--- src/rtl/irq_nest_pkg.sv ---
package irq_nest_pkg;
  localparam int NSRC_DFLT = 5;
  localparam int SELW_DFLT = 3;

  typedef enum logic [1:0] {
    LVL_IDLE = 2'd0,
    LVL_ONE  = 2'd1,
    LVL_TWO  = 2'd2
  } lvl_e;
endpackage

--- src/rtl/irq_prio_reg.sv ---
module irq_prio_reg #(
  parameter int N_SRC = irq_nest_pkg::NSRC_DFLT,
  parameter int SEL_W = irq_nest_pkg::SELW_DFLT,
  parameter int IDX_W = $clog2(N_SRC)
) (
  input  logic             clk,
  input  logic             rst_n,
  input  logic             wr,
  input  logic [SEL_W:0]   wdata,
  input  logic             ei,
  input  logic             di,
  output logic             ime,
  output logic [SEL_W-1:0] sel,
  output logic             hi_vld,
  output logic [IDX_W-1:0] hi_idx
);
  // a select code names a source only when it lies in 1..N_SRC
  function automatic logic code_names_src(input logic [SEL_W-1:0] c);
    return (c != '0) && (int'(c) <= N_SRC);
  endfunction

  function automatic logic [IDX_W-1:0] code_to_idx(input logic [SEL_W-1:0] c);
    logic [SEL_W-1:0] d;
    d = c - 1'b1;
    return d[IDX_W-1:0];
  endfunction

  logic wr_ok;
  assign wr_ok = wr && !ime;

  always_ff @(posedge clk or negedge rst_n) begin
    if (!rst_n) begin
      ime <= 1'b0;
      sel <= '0;
    end else begin
      if (wr_ok) sel <= wdata[SEL_W-1:0];
      if (di)         ime <= 1'b0;
      else if (ei)    ime <= 1'b1;
      else if (wr_ok) ime <= wdata[SEL_W];
    end
  end

  assign hi_vld = code_names_src(sel);
  assign hi_idx = code_to_idx(sel);
endmodule

--- src/rtl/irq_pick.sv ---
module irq_pick #(
  parameter int N_SRC = irq_nest_pkg::NSRC_DFLT,
  parameter int IDX_W = $clog2(N_SRC)
) (
  input  logic [N_SRC-1:0] elig,
  input  logic             hi_vld,
  input  logic [IDX_W-1:0] hi_idx,
  output logic             win_vld,
  output logic [IDX_W-1:0] win_idx,
  output logic             win_is_hi
);
  // lowest set bit = highest default rank
  function automatic logic [IDX_W-1:0] lowest_set(input logic [N_SRC-1:0] m);
    logic [IDX_W-1:0] r;
    r = '0;
    for (int i = N_SRC - 1; i >= 0; i--) begin
      if (m[i]) r = IDX_W'(i);
    end
    return r;
  endfunction

  logic hi_req;
  assign hi_req = hi_vld && elig[hi_idx];

  always_comb begin
    win_vld = |elig;
    if (hi_req) win_idx = hi_idx;
    else        win_idx = lowest_set(elig);
    win_is_hi = hi_req;
  end
endmodule

--- src/rtl/irq_level_trk.sv ---
module irq_level_trk
  import irq_nest_pkg::*;
(
  input  logic       clk,
  input  logic       rst_n,
  input  logic       push,
  input  logic       push_blk,
  input  logic       pop,
  output logic [1:0] depth,
  output logic       blocked,
  output logic       open_hi
);
  lvl_e lvl;
  logic bot_blk;

  always_ff @(posedge clk or negedge rst_n) begin
    if (!rst_n) begin
      lvl     <= LVL_IDLE;
      bot_blk <= 1'b0;
    end else if (pop) begin
      case (lvl)
        LVL_TWO: lvl <= LVL_ONE;
        LVL_ONE: begin
          lvl     <= LVL_IDLE;
          bot_blk <= 1'b0;
        end
        default: lvl <= LVL_IDLE;
      endcase
    end else if (push) begin
      case (lvl)
        LVL_IDLE: begin
          lvl     <= LVL_ONE;
          bot_blk <= push_blk;
        end
        LVL_ONE: lvl <= LVL_TWO;
        default: lvl <= lvl;
      endcase
    end
  end

  assign depth   = lvl;
  assign blocked = (lvl == LVL_TWO) || ((lvl == LVL_ONE) && bot_blk);
  assign open_hi = (lvl == LVL_ONE) && !bot_blk;
endmodule

--- src/rtl/irq_nest_ctrl.sv ---
module irq_nest_ctrl #(
  parameter int N_SRC = irq_nest_pkg::NSRC_DFLT,
  parameter int SEL_W = irq_nest_pkg::SELW_DFLT,
  parameter int IDX_W = $clog2(N_SRC)
) (
  input  logic             clk,
  input  logic             rst_n,
  input  logic [N_SRC-1:0] req_i,
  input  logic [N_SRC-1:0] en_i,
  input  logic             cfg_wr_i,
  input  logic [SEL_W:0]   cfg_wdata_i,
  input  logic             ei_i,
  input  logic             di_i,
  input  logic             reti_i,
  output logic             start_o,
  output logic [IDX_W-1:0] start_idx_o,
  output logic [N_SRC-1:0] clr_o,
  output logic [1:0]       depth_o,
  output logic [SEL_W:0]   cfg_rd_o
);
  function automatic logic [N_SRC-1:0] idx_onehot(input logic [IDX_W-1:0] i);
    logic [N_SRC-1:0] v;
    v = '0;
    v[i] = 1'b1;
    return v;
  endfunction

  // named internal events (also used by the bound checker)
  logic             ime_w;
  logic [SEL_W-1:0] sel_w;
  logic             hi_vld_w;
  logic [IDX_W-1:0] hi_idx_w;
  logic             blocked_w;
  logic             open_hi_w;
  logic [N_SRC-1:0] allow_w;
  logic [N_SRC-1:0] elig_w;
  logic             win_vld_w;
  logic [IDX_W-1:0] win_idx_w;
  logic             win_hi_w;
  logic             accept_w;
  logic             push_blk_w;

  irq_prio_reg #(.N_SRC(N_SRC), .SEL_W(SEL_W), .IDX_W(IDX_W)) u_reg (
    .clk    (clk),
    .rst_n  (rst_n),
    .wr     (cfg_wr_i),
    .wdata  (cfg_wdata_i),
    .ei     (ei_i),
    .di     (di_i),
    .ime    (ime_w),
    .sel    (sel_w),
    .hi_vld (hi_vld_w),
    .hi_idx (hi_idx_w)
  );

  irq_level_trk u_lvl (
    .clk      (clk),
    .rst_n    (rst_n),
    .push     (accept_w),
    .push_blk (push_blk_w),
    .pop      (reti_i),
    .depth    (depth_o),
    .blocked  (blocked_w),
    .open_hi  (open_hi_w)
  );

  // which sources the current nesting state lets through
  always_comb begin
    allow_w = '0;
    if (depth_o == 2'd0)             allow_w = '1;
    else if (open_hi_w && hi_vld_w)  allow_w = idx_onehot(hi_idx_w);
  end

  // a source whose clear strobe is out is masked until its latch drops
  assign elig_w = req_i & en_i & ~clr_o & {N_SRC{ime_w}} & allow_w;

  irq_pick #(.N_SRC(N_SRC), .IDX_W(IDX_W)) u_pick (
    .elig      (elig_w),
    .hi_vld    (hi_vld_w),
    .hi_idx    (hi_idx_w),
    .win_vld   (win_vld_w),
    .win_idx   (win_idx_w),
    .win_is_hi (win_hi_w)
  );

  assign accept_w   = win_vld_w && !reti_i;
  assign push_blk_w = !hi_vld_w || win_hi_w;

  always_ff @(posedge clk or negedge rst_n) begin
    if (!rst_n) begin
      start_o     <= 1'b0;
      start_idx_o <= '0;
      clr_o       <= '0;
    end else begin
      start_o     <= accept_w;
      start_idx_o <= accept_w ? win_idx_w : start_idx_o;
      clr_o       <= accept_w ? idx_onehot(win_idx_w) : '0;
    end
  end

  assign cfg_rd_o = {ime_w, sel_w};
endmodule

--- config.mk ---
export PLATFORM = sky130hd
export DESIGN_NAME = irq_nest_ctrl
export DESIGN_NICKNAME = d
export VERILOG_FILES = /design/src/rtl/irq_nest_pkg.sv /design/src/rtl/irq_prio_reg.sv /design/src/rtl/irq_pick.sv /design/src/rtl/irq_level_trk.sv /design/src/rtl/irq_nest_ctrl.sv
export SDC_FILE = /design/constraint.sdc
export NUM_CORES = 1
export LEC_CHECK = 0
export BUFFER_PORTS_ARGS = -buffer_cell sky130_fd_sc_hd__buf_2
export CORE_MARGIN = 2
export CORE_UTILIZATION = 45
export CTS_CLUSTER_SIZE = 8
export DETAILED_ROUTE_END_ITERATION = 12
export GPL_ROUTABILITY_DRIVEN = 0
export PLACE_DENSITY = 0.75
export SLEW_MARGIN = 30
export SYNTH_ARGS = -nofsm -noshare
export SYNTH_HDL_FRONTEND = slang
export SYNTH_SLANG_ARGS = --single-unit
--- constraint.sdc ---
create_clock -name clk -period 2.7 [get_ports clk]
set_input_delay 0 -clock clk [delete_from_list [all_inputs] [get_ports clk]]
set_output_delay 0 -clock clk [all_outputs]
set_load 0.05 [all_outputs]
# Word level (Yosys, flattened, before mapping)
# Index checks and enable logic that the tools add are counted.
[totals] out_inout_bits=15 n_memories=0 word_cells=69 input_bits=20 rom_bits=0 ramBits=0 latch_bits=0 register_bits=16
[classes] magnitude_cmp=5 n_mul=0 reduce_logical=22 n_bitwise=5 n_mux=26 shift=0 eq_ne=3 addsub=1 n_div=0
[op_table] op="$and 5x5->5" n=4
[op_table] op="$mux 3" n=6
[op_table] op="$mux 5" n=3
[op_table] op="$mux 1" n=11
[op_table] op="$reduce_bool 3->1" n=3
[op_table] op="$logic_and 1x1->1" n=8
[op_table] op="$lt 3x4->1 const B" n=2
[op_table] op="$demux 1 s3" n=2
[op_table] op="$ge 3x1->1 const B" n=2
[op_table] op="$not 5->5" n=1
[op_table] op="$reduce_or 5->1" n=1
[op_table] op="$logic_not 1->1" n=4
[op_table] op="$mux 2" n=2
[op_table] op="$pmux 2 s2" n=1
[op_table] op="$reduce_bool 2->1" n=2
[op_table] op="$bmux 1 s3" n=1
[op_table] op="$le 3x3->1 const B" n=1
[op_table] op="$reduce_and 3->1" n=1
[op_table] op="$sub 3x1->3 const B" n=1
[op_table] op="$eq 2x1->1 const B" n=1
[op_table] op="$eq 2x2->1 const B" n=1
[op_table] op="$logic_not 2->1" n=1
[op_table] op="$ne 2x1->1 const B" n=1
[op_table] op="$reduce_and 2->1" n=1
[op_table] op="$logic_or 1x1->1" n=1

# Depth between registers and ports, before layout
[depth] ltp_word=19 mapped_depth=11 mapped_depth_nobuf=9

# Modules after synthesis
# From an unflattened synthesis, not the netlist that was laid out.
[hier_totals] hier_cells=98 hier_area_um2=1038.5
[modules_own_cells] mod="irq_nest_ctrl" area_each_um2=480.5 seq_area_each_um2=225.2 instances=1 cells_per_inst=43
[modules_own_cells] mod="irq_prio_reg" area_each_um2=225.2 seq_area_each_um2=100.1 instances=1 cells_per_inst=17
[modules_own_cells] mod="irq_level_trk" area_each_um2=181.4 seq_area_each_um2=75.1 instances=1 cells_per_inst=20
[modules_own_cells] mod="irq_pick" area_each_um2=151.4 seq_area_each_um2=0.0 instances=1 cells_per_inst=18

# Least setup slack after synthesis
# Ideal clock, no wire load.
[synth_timing] kind="register to register" start="register u_reg.sel[0]" end="register start_idx_o[1]" stages_incl_launch_ff=12 n_path_buf=2 slack_ns=-0.213 arrival_time_ns=2.788 setup_time_ns=0.125 required_ns=2.575 period_less_slack_ns=2.913 cell_sequence="dfrtp_1 > buf_4 > inv_1 > ha_1 > nor3_1 > a31oi_1 > o41ai_2 > a211oi_2 > or2_1 > buf_4 > inv_2 > mux2_4"
[synth_between] word_cells_on_any_way=23 cone_classes="1 x add/sub; 3 x order compare; 11 x mux; 1 x bitwise; 7 x reduce/logical"
[synth_rtl] item="start, declared" line="irq_prio_reg.sv:13" rtl="output logic [SEL_W-1:0] sel,"
[synth_rtl] item="start signal, assigned" line="irq_prio_reg.sv:36" rtl="if (wr_ok) sel <= wdata[SEL_W-1:0];"
[synth_rtl] item="$sub 3x1->3" line="irq_prio_reg.sv:24" rtl="d = c - 1'b1;"
[synth_rtl] item="$lt 3x4->1 (implied by the code) / $ge 3x1->1 (equally long branches)" line="irq_nest_ctrl.sv:24" rtl="v[i] = 1'b1;"
[synth_rtl] item="$logic_and 1x1->1 (implied by the code)" line="irq_nest_ctrl.sv:24"
[synth_rtl] item="$mux 1 (implied by the code)" line="irq_nest_ctrl.sv:24"
[synth_rtl] item="$demux 1 s3" line="irq_nest_ctrl.sv:24"
[synth_rtl] item="$mux 5 *" line="irq_nest_ctrl.sv:71" rtl="else if (open_hi_w && hi_vld_w) allow_w = idx_onehot(hi_idx_w);"
[synth_rtl] item="$mux 5 *" line="irq_nest_ctrl.sv:70" rtl="if (depth_o == 2'd0) allow_w = '1;"
[synth_rtl] item="$and 5x5->5 *" line="irq_nest_ctrl.sv:75" rtl="assign elig_w = req_i & en_i & ~clr_o & {N_SRC{ime_w}} & allow_w;"
[synth_rtl] item="$reduce_or 5->1 *" line="irq_pick.sv:26" rtl="win_vld = |elig;"
[synth_rtl] item="$logic_and 1x1->1 *" line="irq_nest_ctrl.sv:86" rtl="assign accept_w = win_vld_w && !reti_i;"
[synth_rtl] item="net accept_w" line="irq_nest_ctrl.sv:40" rtl="logic accept_w;"
[synth_rtl] item="end signal, assigned" line="irq_nest_ctrl.sv:96" rtl="start_idx_o <= accept_w ? win_idx_w : start_idx_o;"
[synth_rtl] item="end, declared" line="irq_nest_ctrl.sv:16" rtl="output logic [IDX_W-1:0] start_idx_o,"
# Mark *: on every way through the listed nets, which the timed path passes. The rest lies on a longest branch. The select of a mux whose other input is x is not followed.
# A chain may end at the register's enable or synchronous reset.

# Worst setup path after layout
[layout_timing] start="register u_reg.sel[0]" end="register start_idx_o[2]"
[layout_between] elab_chain_cells=14 word_cells_on_any_way=24 cone_classes="1 x add/sub; 3 x order compare; 12 x mux; 1 x bitwise; 7 x reduce/logical"
[layout_rtl] item="$sub 3x1->3" line="irq_prio_reg.sv:24"
[layout_rtl] item="$lt 3x4->1 (implied by the code) / $ge 3x1->1 (equally long branches)" line="irq_nest_ctrl.sv:24"
[layout_rtl] item="$logic_and 1x1->1 (implied by the code)" line="irq_nest_ctrl.sv:24"
[layout_rtl] item="$mux 1 (implied by the code)" line="irq_nest_ctrl.sv:24"
[layout_rtl] item="$demux 1 s3" line="irq_nest_ctrl.sv:24"
[layout_rtl] item="$mux 5" line="irq_nest_ctrl.sv:71"
[layout_rtl] item="$mux 5" line="irq_nest_ctrl.sv:70"
[layout_rtl] item="$and 5x5->5" line="irq_nest_ctrl.sv:75"
[layout_rtl] item="$mux 3 (5 in a row)" line="irq_pick.sv:17" rtl="if (m[i]) r = IDX_W'(i);"
[layout_rtl] item="$mux 3" line="irq_pick.sv:27" rtl="if (hi_req) win_idx = hi_idx;"
# Parallel ways exist; a longest one is shown, timed or not. The select of a mux whose other input is x is not followed.

==> impl_metrics.yaml <==
die:
  start_util_pct: 48.2
  core_um2: 2250
  die_area_um2: 2820
  io_pins: 35
  die_w_um: 53.1
  core.rowCount: 17
  die_y_um: 53.1
final_layout:
  drive_above_1_share_pct: 39.6
  final_util_pct: 63.5
  insertedDiodeCount: 0
  final_cell_mix: "34 x buf_2, 14 x dfrtp_1, 7 x a21oi_1, 7 x dlygate4sd3_1, 6 x inv_1"
  final_nets: 178
  area_growth_pct: 31.9
  layout_commonest_cell: "buf_2"
critical_path:
  r2r_start: "u_reg.sel[0]"
  start_kind: "flip-flop"
  timing_worst_setup_path_type: "reg -> reg"
  worstPathCellList: "inv_1 > ha_2 > a31oi_1 > o41ai_4 > a211oi_2 > buf_4 > a2111oi_4 > a22o_1"
  worstPathArrival_ps: 2740
  worstReg2RegEnd: "start_idx_o[2]"
  critPathMaxFanout: 6
  cp.buffers_inverters: 2
  cp_slowest_stage_delay_ps: 520
  rrSetupSlack_ps: 180
  cp.depth: 8
  reg2regPathDepth: 8
  startpoint: "u_reg.sel[0]"
  endpoint: "start_idx_o[2]"
  cp-end-kind: "flip-flop"
  required_ps: 2920
  crit_slowest_cell: "o41ai_4"
  cp_top_family: "compound AO/OA/AOI/OAI gates"
logic_synthesis:
  synth_ff_type: "dfrtp_1"
  netlist_instances: 110
  yosysSeqAreaShare_pct: 36.9
  ys_seq_elements: 16
  post_synth_num_cell_types: 48
  postSynthAreaPerCell_um2: 9.87
  syn_nets: 133
  synth_area_leaders: "dfrtp_1 37%, ha_1 3.5%, a21oi_1 3.2%, nand2b_1 2.9%, and4b_1 2.8%"
  synth_area_leader_cell: "dfrtp_1"
  synth-async-reset-ratio_pct: 100
  ys_warn_count: 0
  syn-cell-area_um2: 1090
  synth_top_area_share_pct: 36.9
  synth-edff-count: 0
placed_design:
  hpwl_um: 2090
  pre_cts_slack_ps: 151
  portBuffers: 34
grt:
  grt_pass1_wl_um: 4800
  antenna_found_initial: 0
  grt_pass1_vias: 1013
  grt.overflow.total: 0
  grt_max_degree: 17
  grt_usage_pct: 23.5
clocking:
  clk_pin_slew_ps: 100
  cts_max_level: 1
  clk_latency_ps: 290
  cts_root_buf: "clkbuf_4"
  post_cts_buffers: 0
  tritoncts: "built"
  cts_buffers: 3
  cts_sinks: 16
  clockBufferDepth: 2
power_and_ir_drop:
  power_mw: 1.05
  p_sw_mw: 0.503
  peakVddDrop_mv: 0.636
  cellPowerDensity_nw_per_um2: 730
  power.internal_mw: 0.543
  clkPwrFrac_pct: 12.7
  combPwrFrac_pct: 55.7
  seqPwrFrac_pct: 31.6
  leakage_nw: 0.704
  p_sw_share_pct: 48.1
route:
  routedWlPerCell_um: 15.8
  antenna_left: 0
  totalWireLength_um: 2870
  drc: 0
  num_vias: 1061
  viasPerCell: 5.83
  drtIter0Drc: 22
  drt_pre_antenna_iters: 4
timing:
  finClkSkew_ps: 13.8
  drv_slew: 0
  setup_viol: 0
  post-route-period-util_pct: 93.2
  setup_ws_ps: 182
  fmax_ghz: 0.397
  slew_headroom_pct: 67.4
  tightest_slew_ps: 486
  rsz0062_at_grt: "no"
  holdWs_ps: 136
  fin_setup_tns_ps: 0
  period_needed_ps: 2520
  finalHoldViolations: 0
flow_run:
  drv_cap: 0
status:
  status: "completed"
hold_path:
  hold_class: "in -> async"
-- metrics by stage --
stage	cells	instance area, µm²
6_report	182	1430
4_1_cts	182	1390
3_3_place_gp	171	1300
5_1_grt	182	1430
3_5_place_dp	171	1300
2_1_floorplan	110	1100
-- routing by layer --
metal	GRT usage [%]	up-vias	share of wire, %
met2	40.4	40	52
met3	2.26	9	5.5
li1	-	507	-
met1	29.9	505	41
met4	10.3	0	2.1
met5	0	-	0
-- cells by family (layout without fill, tap and decap cells) --
logic type / count (synthesis) / in the layout / share of synthesized area (%)
AOI/OAI and AO/OA: 35 / 35 / 26.2
xor gates and xnor gates: 1 / 1 / 1.50
adders and majority gates: 3 / 3 / 3.46
buffers and inverters: 11 / 55 / 4.84
DFF: 16 / 16 / 36.9
muxes: 5 / 5 / 5.30
and+or+nand+nor: 39 / 39 / 21.9
-- power groups by stage --
stage	Clock, mW	Combinational [mW]	Sequential [mW]
2_1_floorplan	0	0.276	0.475
3_3_place_gp	0	0.534	0.330
3_5_place_dp	0	0.545	0.334
4_1_cts	0.137	0.555	0.329
5_1_grt	0.145	0.627	0.338
6_report	0.133	0.583	0.330
-- registers in the layout (all words and copies together), names as in the netlist --
name           count
u_reg.sel          3
u_lvl.bot_blk      1
start_idx_o        3
u_lvl.depth        2
clr_o              5
start_o            1
u_reg.ime          1
-- repair_timing --
action,CTS,global route
hold buffers,7,0
endpoints found under the setup margin,0,8
resized for setup,0,7
hold endpoints to repair,21,0
-- cell usage after synthesis (2+ instances only) --
| master | number |
|---|---|
| nand3_1 | 3 |
| o31ai_1 | 2 |
| mux2i_1 | 2 |
| a31o_2 | 3 |
| a31oi_1 | 2 |
| ha_1 | 3 |
| and4b_1 | 3 |
| nand2b_1 | 5 |
| nor3_1 | 5 |
| nand2_1 | 4 |
| buf_4 | 3 |
| nor2_1 | 5 |
| and2_1 | 2 |
| a21oi_1 | 7 |
| mux2_2 | 2 |
| inv_1 | 6 |
| dfrtp_1 | 16 |
| nor2b_1 | 2 |
| nand4b_1 | 2 |
| o21ai_0 | 5 |
-- how the worst min path moves through the flow --
stage / endpoint / slack (ps) / cells after the start / startpoint
floorplan: clr_o[0] / -300 / 0 / rst_n
global placement: u_reg.ime / -70 / 1 / rst_n
detailed placement: clr_o[1] / -60 / 1 / rst_n
CTS: clr_o[1] / 150 / 2 / rst_n
global route: u_reg.ime / 170 / 2 / rst_n
finish: u_reg.ime / 140 / 2 / rst_n
-- final cells by class --
cell class	count	area, µm²
Clock buffer	4	26.3
Fill cell	208	822
Inverter	7	26.3
Multi-Input combinational cell	83	679
Sequential cell	16	403
Tap cell	28	35.0
Timing Repair Buffer	44	263
No activity file was read; power rests on OpenSTA's default activity.
